===== src/rtl/mw_pkg.sv =====
package mw_pkg;
   // kind of work done in one sequencer step
   typedef enum logic [1:0] {
      K_SEND  = 2'd0,
      K_GAP   = 2'd1,
      K_PULSE = 2'd2
   } step_kind_t;

   typedef enum logic [1:0] {
      S_FLUSH = 2'd0,
      S_IDLE  = 2'd1,
      S_RUN   = 2'd2
   } seq_state_t;

   // leading zeros followed by the start bit
   localparam logic [7:0] HEAD_BYTE  = 8'h01;
   localparam logic [7:0] WREN_TAIL  = 8'h30;
   localparam logic [7:0] WRDIS_TAIL = 8'h00;
   localparam logic [7:0] FLUSH_BYTE = 8'h00;
   localparam logic [1:0] OP_ERASE   = 2'b11;
   localparam logic [1:0] OP_WRITE   = 2'b01;
   localparam int         LAST_STEP  = 12;
   localparam int         STEP_W     = 4;
endpackage


===== src/rtl/mw_shifter.sv =====
module mw_shifter #(
   parameter int CLK_DIV = 128
) (
   input  logic       clk,
   input  logic       rst_n,
   input  logic       start,
   input  logic [7:0] byte_in,
   output logic       busy,
   output logic       done,
   output logic       sk,
   output logic       dout
);
   localparam int CNT_W = $clog2(CLK_DIV);
   localparam int HALF  = CLK_DIV / 2;
   localparam bit POW2  = (CLK_DIV & (CLK_DIV - 1)) == 0;

   logic [CNT_W-1:0] cnt;
   logic [2:0]       bitn;
   logic [7:0]       shreg;
   logic             active;
   logic             done_r;

   always_ff @(posedge clk) begin
      if (!rst_n) begin
         cnt    <= '0;
         bitn   <= '0;
         shreg  <= '0;
         active <= 1'b0;
         done_r <= 1'b0;
      end else begin
         done_r <= 1'b0;
         if (start && !active) begin
            shreg  <= byte_in;
            active <= 1'b1;
            cnt    <= '0;
            bitn   <= '0;
         end else if (active) begin
            if (cnt == CNT_W'(CLK_DIV - 1)) begin
               cnt   <= '0;
               shreg <= {shreg[6:0], 1'b0};
               bitn  <= bitn + 3'd1;
               if (bitn == 3'd7) begin
                  active <= 1'b0;
                  done_r <= 1'b1;
               end
            end else begin
               cnt <= cnt + CNT_W'(1);
            end
         end
      end
   end

   // serial clock: low half first, high half second
   generate
      if (POW2) begin : g_sk_msb
         assign sk = active & cnt[CNT_W-1];
      end else begin : g_sk_cmp
         assign sk = active & (cnt >= CNT_W'(HALF));
      end
   endgenerate

   assign dout = active & shreg[7];
   assign busy = active;
   assign done = done_r;


   dout_hold_chk: assert property (@(posedge clk) disable iff (!rst_n)
      (sk && $past(sk)) |-> $stable(dout));


   byte_len_chk: assert property (@(posedge clk) disable iff (!rst_n)
      $fell(active) |-> done);
endmodule


===== src/rtl/mw_timer.sv =====
module mw_timer #(
   parameter int CNT_W = 8
) (
   input  logic             clk,
   input  logic             rst_n,
   input  logic             start,
   input  logic [CNT_W-1:0] len,
   output logic             busy,
   output logic             expired
);
   logic [CNT_W-1:0] cnt;
   logic             run;
   logic             exp_r;

   always_ff @(posedge clk) begin
      if (!rst_n) begin
         cnt   <= '0;
         run   <= 1'b0;
         exp_r <= 1'b0;
      end else begin
         exp_r <= 1'b0;
         if (start) begin
            cnt <= len;
            run <= 1'b1;
         end else if (run) begin
            if (cnt <= CNT_W'(1)) begin
               run   <= 1'b0;
               exp_r <= 1'b1;
            end else begin
               cnt <= cnt - CNT_W'(1);
            end
         end
      end
   end

   assign busy    = run;
   assign expired = exp_r;


   tmr_expire_chk: assert property (@(posedge clk) disable iff (!rst_n)
      $fell(run) |-> expired);
endmodule


===== src/rtl/mw_seq.sv =====
module mw_seq
   import mw_pkg::*;
#(
   parameter int ADDR_W    = 6,
   parameter int DATA_W    = 16,
   parameter int TMR_W     = 8,
   parameter int GAP_CYC   = 100,
   parameter int PULSE_CYC = 2000
) (
   input  logic              clk,
   input  logic              rst_n,
   input  logic              req,
   input  logic [ADDR_W-1:0] addr,
   input  logic [DATA_W-1:0] wdata,
   input  logic              sh_busy,
   input  logic              sh_done,
   input  logic              tmr_done,
   output logic              sh_start,
   output logic [7:0]        sh_byte,
   output logic              tmr_start,
   output logic [TMR_W-1:0]  tmr_len,
   output logic              cs,
   output logic              busy,
   output logic              done
);
   // timer load leaves room for the start and step-advance cycles
   localparam logic [TMR_W-1:0] GAP_LOAD   = TMR_W'(GAP_CYC - 2);
   localparam logic [TMR_W-1:0] PULSE_LOAD = TMR_W'(PULSE_CYC - 2);

   seq_state_t        state;
   logic [STEP_W-1:0] step;
   logic              launched;
   logic [ADDR_W-1:0] addr_q;
   logic [DATA_W-1:0] data_q;
   logic              done_r;
   step_kind_t        kind;
   logic [7:0]        step_byte;
   logic              step_end;

   always_comb begin
      kind      = K_SEND;
      step_byte = FLUSH_BYTE;
      case (step)
         4'd0:  step_byte = HEAD_BYTE;
         4'd1:  step_byte = WREN_TAIL;
         4'd2:  kind      = K_GAP;
         4'd3:  step_byte = HEAD_BYTE;
         4'd4:  step_byte = {OP_ERASE, addr_q};
         4'd5:  kind      = K_PULSE;
         4'd6:  step_byte = HEAD_BYTE;
         4'd7:  step_byte = {OP_WRITE, addr_q};
         4'd8:  step_byte = data_q[DATA_W-1:8];
         4'd9:  step_byte = data_q[7:0];
         4'd10: kind      = K_PULSE;
         4'd11: step_byte = HEAD_BYTE;
         4'd12: step_byte = WRDIS_TAIL;
         default: step_byte = FLUSH_BYTE;
      endcase
   end

   assign sh_byte   = (state == S_FLUSH) ? FLUSH_BYTE : step_byte;
   assign sh_start  = !launched && !sh_busy &&
                      (state == S_FLUSH || (state == S_RUN && kind == K_SEND));
   assign tmr_start = !launched && state == S_RUN && kind != K_SEND;
   assign tmr_len   = (kind == K_GAP) ? GAP_LOAD : PULSE_LOAD;
   assign step_end  = (kind == K_SEND) ? sh_done : tmr_done;
   assign cs        = (state == S_RUN) && (kind == K_SEND);
   assign busy      = (state != S_IDLE);
   assign done      = done_r;

   always_ff @(posedge clk) begin
      if (!rst_n) begin
         state    <= S_FLUSH;
         step     <= '0;
         launched <= 1'b0;
         addr_q   <= '0;
         data_q   <= '0;
         done_r   <= 1'b0;
      end else begin
         done_r <= 1'b0;
         case (state)
            S_FLUSH: begin
               if (sh_start) launched <= 1'b1;
               if (sh_done) begin
                  launched <= 1'b0;
                  state    <= S_IDLE;
               end
            end
            S_IDLE: begin
               if (req) begin
                  addr_q   <= addr;
                  data_q   <= wdata;
                  step     <= '0;
                  launched <= 1'b0;
                  state    <= S_RUN;
               end
            end
            S_RUN: begin
               if (sh_start || tmr_start) launched <= 1'b1;
               if (step_end) begin
                  launched <= 1'b0;
                  if (step == STEP_W'(LAST_STEP)) begin
                     step   <= '0;
                     state  <= S_IDLE;
                     done_r <= 1'b1;
                  end else begin
                     step <= step + STEP_W'(1);
                  end
               end
            end
            default: state <= S_IDLE;
         endcase
      end
   end


   req_ignored_chk: assert property (@(posedge clk) disable iff (!rst_n)
      (state == S_RUN && req) |=> ($stable(addr_q) && $stable(data_q)));


   flush_no_cs_chk: assert property (@(posedge clk) disable iff (!rst_n)
      (state == S_FLUSH && sh_busy) |-> !cs);
endmodule


===== src/rtl/mw_word_writer.sv =====
module mw_word_writer #(
   parameter int CLK_DIV    = 128,
   parameter int CYC_PER_MS = 100000,
   parameter int PULSE_MS   = 20,
   parameter int GAP_CYC    = 100,
   parameter int ADDR_W     = 6,
   parameter int DATA_W     = 16
) (
   input  logic              clk,
   input  logic              rst_n,
   input  logic              req,
   input  logic [ADDR_W-1:0] addr,
   input  logic [DATA_W-1:0] wdata,
   output logic              busy,
   output logic              done,
   output logic              cs,
   output logic              sk,
   output logic              dout
);
   localparam int PULSE_CYC = PULSE_MS * CYC_PER_MS;
   localparam int TMR_W     = $clog2(PULSE_CYC + 1);

   generate
      if (CLK_DIV < 4 || (CLK_DIV % 2) != 0) begin : g_bad_div
         $error("CLK_DIV must be even and at least 4");
      end
      if (PULSE_MS < 16 || PULSE_MS > 25) begin : g_bad_pulse
         $error("PULSE_MS must lie in 16..25");
      end
      if (GAP_CYC < 3 || GAP_CYC > PULSE_CYC) begin : g_bad_gap
         $error("GAP_CYC must be at least 3 and below the pulse length");
      end
      if (ADDR_W != 6 || DATA_W != 16) begin : g_bad_frame
         $error("frame layout needs a 6-bit address and 16-bit data");
      end
   endgenerate

   logic             sh_start, sh_busy, sh_done;
   logic [7:0]       sh_byte;
   logic             tmr_start, tmr_busy, tmr_done;
   logic [TMR_W-1:0] tmr_len;

   mw_seq #(
      .ADDR_W(ADDR_W), .DATA_W(DATA_W), .TMR_W(TMR_W),
      .GAP_CYC(GAP_CYC), .PULSE_CYC(PULSE_CYC)
   ) u_seq (
      .clk(clk), .rst_n(rst_n), .req(req), .addr(addr), .wdata(wdata),
      .sh_busy(sh_busy), .sh_done(sh_done), .tmr_done(tmr_done),
      .sh_start(sh_start), .sh_byte(sh_byte),
      .tmr_start(tmr_start), .tmr_len(tmr_len),
      .cs(cs), .busy(busy), .done(done)
   );

   mw_shifter #(.CLK_DIV(CLK_DIV)) u_shift (
      .clk(clk), .rst_n(rst_n), .start(sh_start), .byte_in(sh_byte),
      .busy(sh_busy), .done(sh_done), .sk(sk), .dout(dout)
   );

   mw_timer #(.CNT_W(TMR_W)) u_timer (
      .clk(clk), .rst_n(rst_n), .start(tmr_start), .len(tmr_len),
      .busy(tmr_busy), .expired(tmr_done)
   );


   cs_low_timing_chk: assert property (@(posedge clk) disable iff (!rst_n)
      tmr_busy |-> !cs);


   cs_steady_byte_chk: assert property (@(posedge clk) disable iff (!rst_n)
      (sh_busy && $past(sh_busy)) |-> $stable(cs));


   done_single_chk: assert property (@(posedge clk) disable iff (!rst_n)
      done |=> !done);


   done_quiet_chk: assert property (@(posedge clk) disable iff (!rst_n)
      done |-> (!cs && !busy));
endmodule


===== config.mk =====
export PLATFORM = sky130hd
export DESIGN_NAME = mw_word_writer
export DESIGN_NICKNAME = d
export VERILOG_FILES = /design/src/rtl/mw_pkg.sv /design/src/rtl/mw_shifter.sv /design/src/rtl/mw_timer.sv /design/src/rtl/mw_seq.sv /design/src/rtl/mw_word_writer.sv
export SDC_FILE = /design/constraint.sdc
export NUM_CORES = 1
export LEC_CHECK = 0
export ABC_AREA = 1
export BUFFER_PORTS_ARGS = -buffer_cell sky130_fd_sc_hd__buf_2
export CORE_UTILIZATION = 41
export CTS_BUF_LIST = sky130_fd_sc_hd__clkbuf_4
export CTS_CLUSTER_SIZE = 12
export DETAILED_ROUTE_END_ITERATION = 12
export SYNTH_ARGS = -nofsm -noshare
export SYNTH_HDL_FRONTEND = slang
export SYNTH_SLANG_ARGS = --single-unit

===== constraint.sdc =====
create_clock -name clk -period 3.9 [get_ports clk]
set_input_delay 0.39 -clock clk [delete_from_list [all_inputs] [get_ports clk]]
set_output_delay 0.39 -clock clk [all_outputs]
set_load 0.05 [all_outputs]

==> qor.yml <==
cpMostUsedCell: "nor2_1"
cts_resized: 0
clkTransAtPathRegs_ns: 0.13
rows: 36
synth_nets: 664
crit_path_end_kind: "flip-flop"
ant_nets: 0
grt.overflow.total: 0
worst_r2r_endpoint: "u_timer.cnt[19]"
max_freq_mhz: 447
worst-slew-pin-transition_ns: 0.791
area_growth_pct: 6.95
ff_latch_area_um2: 1460
grt_pass1_wl_mm: 16.3
drive_above_1_share: 0.102
insertion_delay_ns: 0.41
ys.flop_type: "dfxtp_1"
cp_slowest_cell: "dfxtp_1"
min_path_type: "input pin to flip-flop"
r2r-start: "u_seq.state[0]"
cts_htree_levels: 3
crit_required_ns: 4.21
die_h_um: 102
async_flop_share: 0
setup-tns-final_ns: 0
max_slew_margin: 0.472
ys_seq_area_frac: 0.359
place_inst: 765
die_w_um: 102
crit_type: "flip-flop to flip-flop"
yosys.cell_types.count: 33
synth_edf_count: 0
rr_worst_depth: 10
cpPeakStageDelay_ns: 0.41
stdcell_area_um2: 4350
cts_root_buf: "clkbuf_4"
maxCapViolCount: 0
cts_tree: "built"
fin_skew_ns: 0.0200
outcome: "finished clean"
crit_buf_inv: 3
grt_antenna_before_repair: 0
grt_use_met1: 0.253
io_pins: 30
rsz0062_at_grt: "no"
grt_max_degree: 44
setup_viol_count_final: 0
min_to: "u_seq.data_q[7]"
hold_depth: 3
path_delay_family: "simple AND/OR/NAND/NOR gates"
maxSlewViolCount: 0
drt-total-wl_mm: 9.60
ys_ff_latch: 73
cts_setup_buffers: 0
place.gp.congestion: 0.861
first_global_vias: 3553
first_iter_violations: 125
core-area_um2: 9680
min_from: "wdata[7]"
avgViaCountPerCell: 5.01
utilization: 0.450
hpwl_mm: 6.80
use_met2: 0.351
r2r_slack_ns: 1.66
n_fill_cell: 1042
cts.path.max_buffers: 2
drc: 0
place_area_um2: 4250
p_leak_nw: 1.93
postCtsHoldBufs: 0
nets: 681
multi_input_area_um2: 2270
vias: 3904
power_mw: 1.24
numCtsBuffers: 9
post-route-period-util: 0.574
hold_viol: 0
crit_fanout: 37
post_synth_instance_area_um2: 4070
critPathArrivalTime_ns: 2.55
yosysWarnings: 0
io_buffers: 29
power_density_nw_per_um2: 284
start_util: 0.420
grtUsageTotal: 0.203
clock_sink_count: 73
grt_util_met3: 0.0407
avgSynthCellArea_um2: 6.50
busiest_layer: "met2"
fin_crit_ns: 2.24
synthCells: 626
stdcell_count: 780
crit_path_start_kind: "flip-flop"
ir_drop_uv: 104
die_area_um2: 10300
n_antenna_cell: 0
crit_chain: "inv_1 > ha_1 > inv_1 > nor2_1 > nand2_4 > inv_2 > o21ai_2 > nand3_1 > nor2_1 > nor2_1"
detail_route.wl_per_cell_um: 12.3
drtPass1Iterations: 4
## per-stage QoR
step	hold WS, ns	setup slack (ns)
after detailed placement	0.446	1.69
final	0.229	1.66
after global placement	0.443	1.78
after CTS	0.205	1.66
after floorplan	0.430	2.30
after global routing	0.204	1.45
## worst max-delay path by stage
stage,startpoint,to,depth (start not counted)
4_1_cts,u_seq.state[0],u_timer.cnt[19],10
5_1_grt,u_seq.state[0],u_timer.cnt[19],10
6_report,u_seq.state[0],u_timer.cnt[19],10
3_3_place_gp,u_seq.state[0],u_timer.cnt[17],10
3_5_place_dp,u_seq.state[0],u_timer.cnt[19],10
2_1_floorplan,u_seq.state[1],u_seq.step[0],10
## kinds of logic after synthesis
logic type	Yosys count	synth area share
and+or+nand+nor	364	0.384
buffers and inverters	78	0.0839
muxes	1	0.00246
DFF	73	0.359
adders and majority gates	13	0.0400
AOI/OAI and AO/OA	88	0.111
xor gates and xnor gates	9	0.0194
## cell usage after synthesis (2+ instances only)
master | number | area [um2]
nor2_1 | 129 | 484
clkbuf_1 | 12 | 45.0
o211ai_1 | 2 | 15.0
nand4_1 | 6 | 37.5
nand3_1 | 68 | 340
buf_6 | 4 | 45.0
ha_1 | 13 | 163
buf_2 | 4 | 20.0
nor2_2 | 6 | 37.5
o21ai_0 | 44 | 220
xor2_1 | 6 | 52.6
nand3b_1 | 2 | 15.0
nor3_1 | 5 | 25.0
nand2_4 | 2 | 22.5
a21oi_1 | 38 | 190
nand2_2 | 4 | 25.0
inv_1 | 50 | 188
xnor2_1 | 3 | 26.3
dfxtp_1 | 73 | 1460
nand2_1 | 135 | 507
buf_4 | 3 | 22.5
nand3_2 | 2 | 20.0
inv_2 | 4 | 15.0
nor3b_1 | 2 | 15.0
## power breakdown
| part | internal (mW) | switching [mW] | leakage [nW] | total [mW] |
|---|---|---|---|---|
| logic | 0.0251 | 0.0478 | 1.28 | 0.0730 |
| registers | 0.758 | 0.0105 | 0.590 | 0.768 |
| clock network | 0.123 | 0.273 | 0.0512 | 0.396 |
| total | 0.906 | 0.332 | 1.93 | 1.24 |
## flip-flops by register name, summed over array words and instances (netlist names)
| signal | count |
|---|---|
| u_seq.addr_q | 6 |
| u_seq.data_q | 16 |
| u_seq.done | 1 |
| u_seq.launched | 1 |
| u_seq.state | 2 |
| u_seq.step | 4 |
| u_shift.bitn | 3 |
| u_shift.busy | 1 |
| u_shift.cnt | 7 |
| u_shift.done | 1 |
| u_shift.shreg | 8 |
| u_timer.busy | 1 |
| u_timer.cnt | 21 |
| u_timer.expired | 1 |
## metal layers
metal | routed length [um] | vias to the layer above
li1 | - | 2046
met1 | 4590 | 1781
met2 | 4580 | 68
met3 | 343 | 9
met4 | 93 | 0
met5 | 0 | -
## cell usage in the layout, fill, tap and decap left out, types with 2 or more instances in the layout
cell / count
nand2_1: 135
nor2_1: 129
dfxtp_1: 73
nand3_1: 68
inv_1: 50
o21ai_0: 44
a21oi_1: 38
buf_2: 29
ha_1: 13
clkbuf_4: 9
nor2_2: 6
xor2_1: 6
nand4_1: 6
nor3_1: 5
inv_2: 4
nand2_2: 4
xnor2_1: 3
clkinvlp_4: 3
nand3_2: 2
nand2_4: 2
nor3b_1: 2
nand3b_1: 2
o211ai_1: 2
clkinv_2: 2
## worst register-to-register path, delay by kind of cell (launching register included)
family / cells / cell delay, ns
AOI/OAI and AO/OA: 1 / 0.14
adders and majority gates: 1 / 0.26
buffers and inverters: 3 / 0.46
DFF: 1 / 0.41
and+or+nand+nor: 5 / 0.88
## layout make-up
| type | instances | area share |
|---|---|---|
| Multi-Input combinational cell | 475 | 0.521 |
| Sequential cell | 73 | 0.336 |
| Inverter | 55 | 0.0480 |
| Tap cell | 133 | 0.0382 |
| Timing Repair Buffer | 29 | 0.0333 |
| Clock buffer | 9 | 0.0155 |
| Clock inverter | 6 | 0.00833 |
Note: power is estimated with default switching activity, not from simulation.
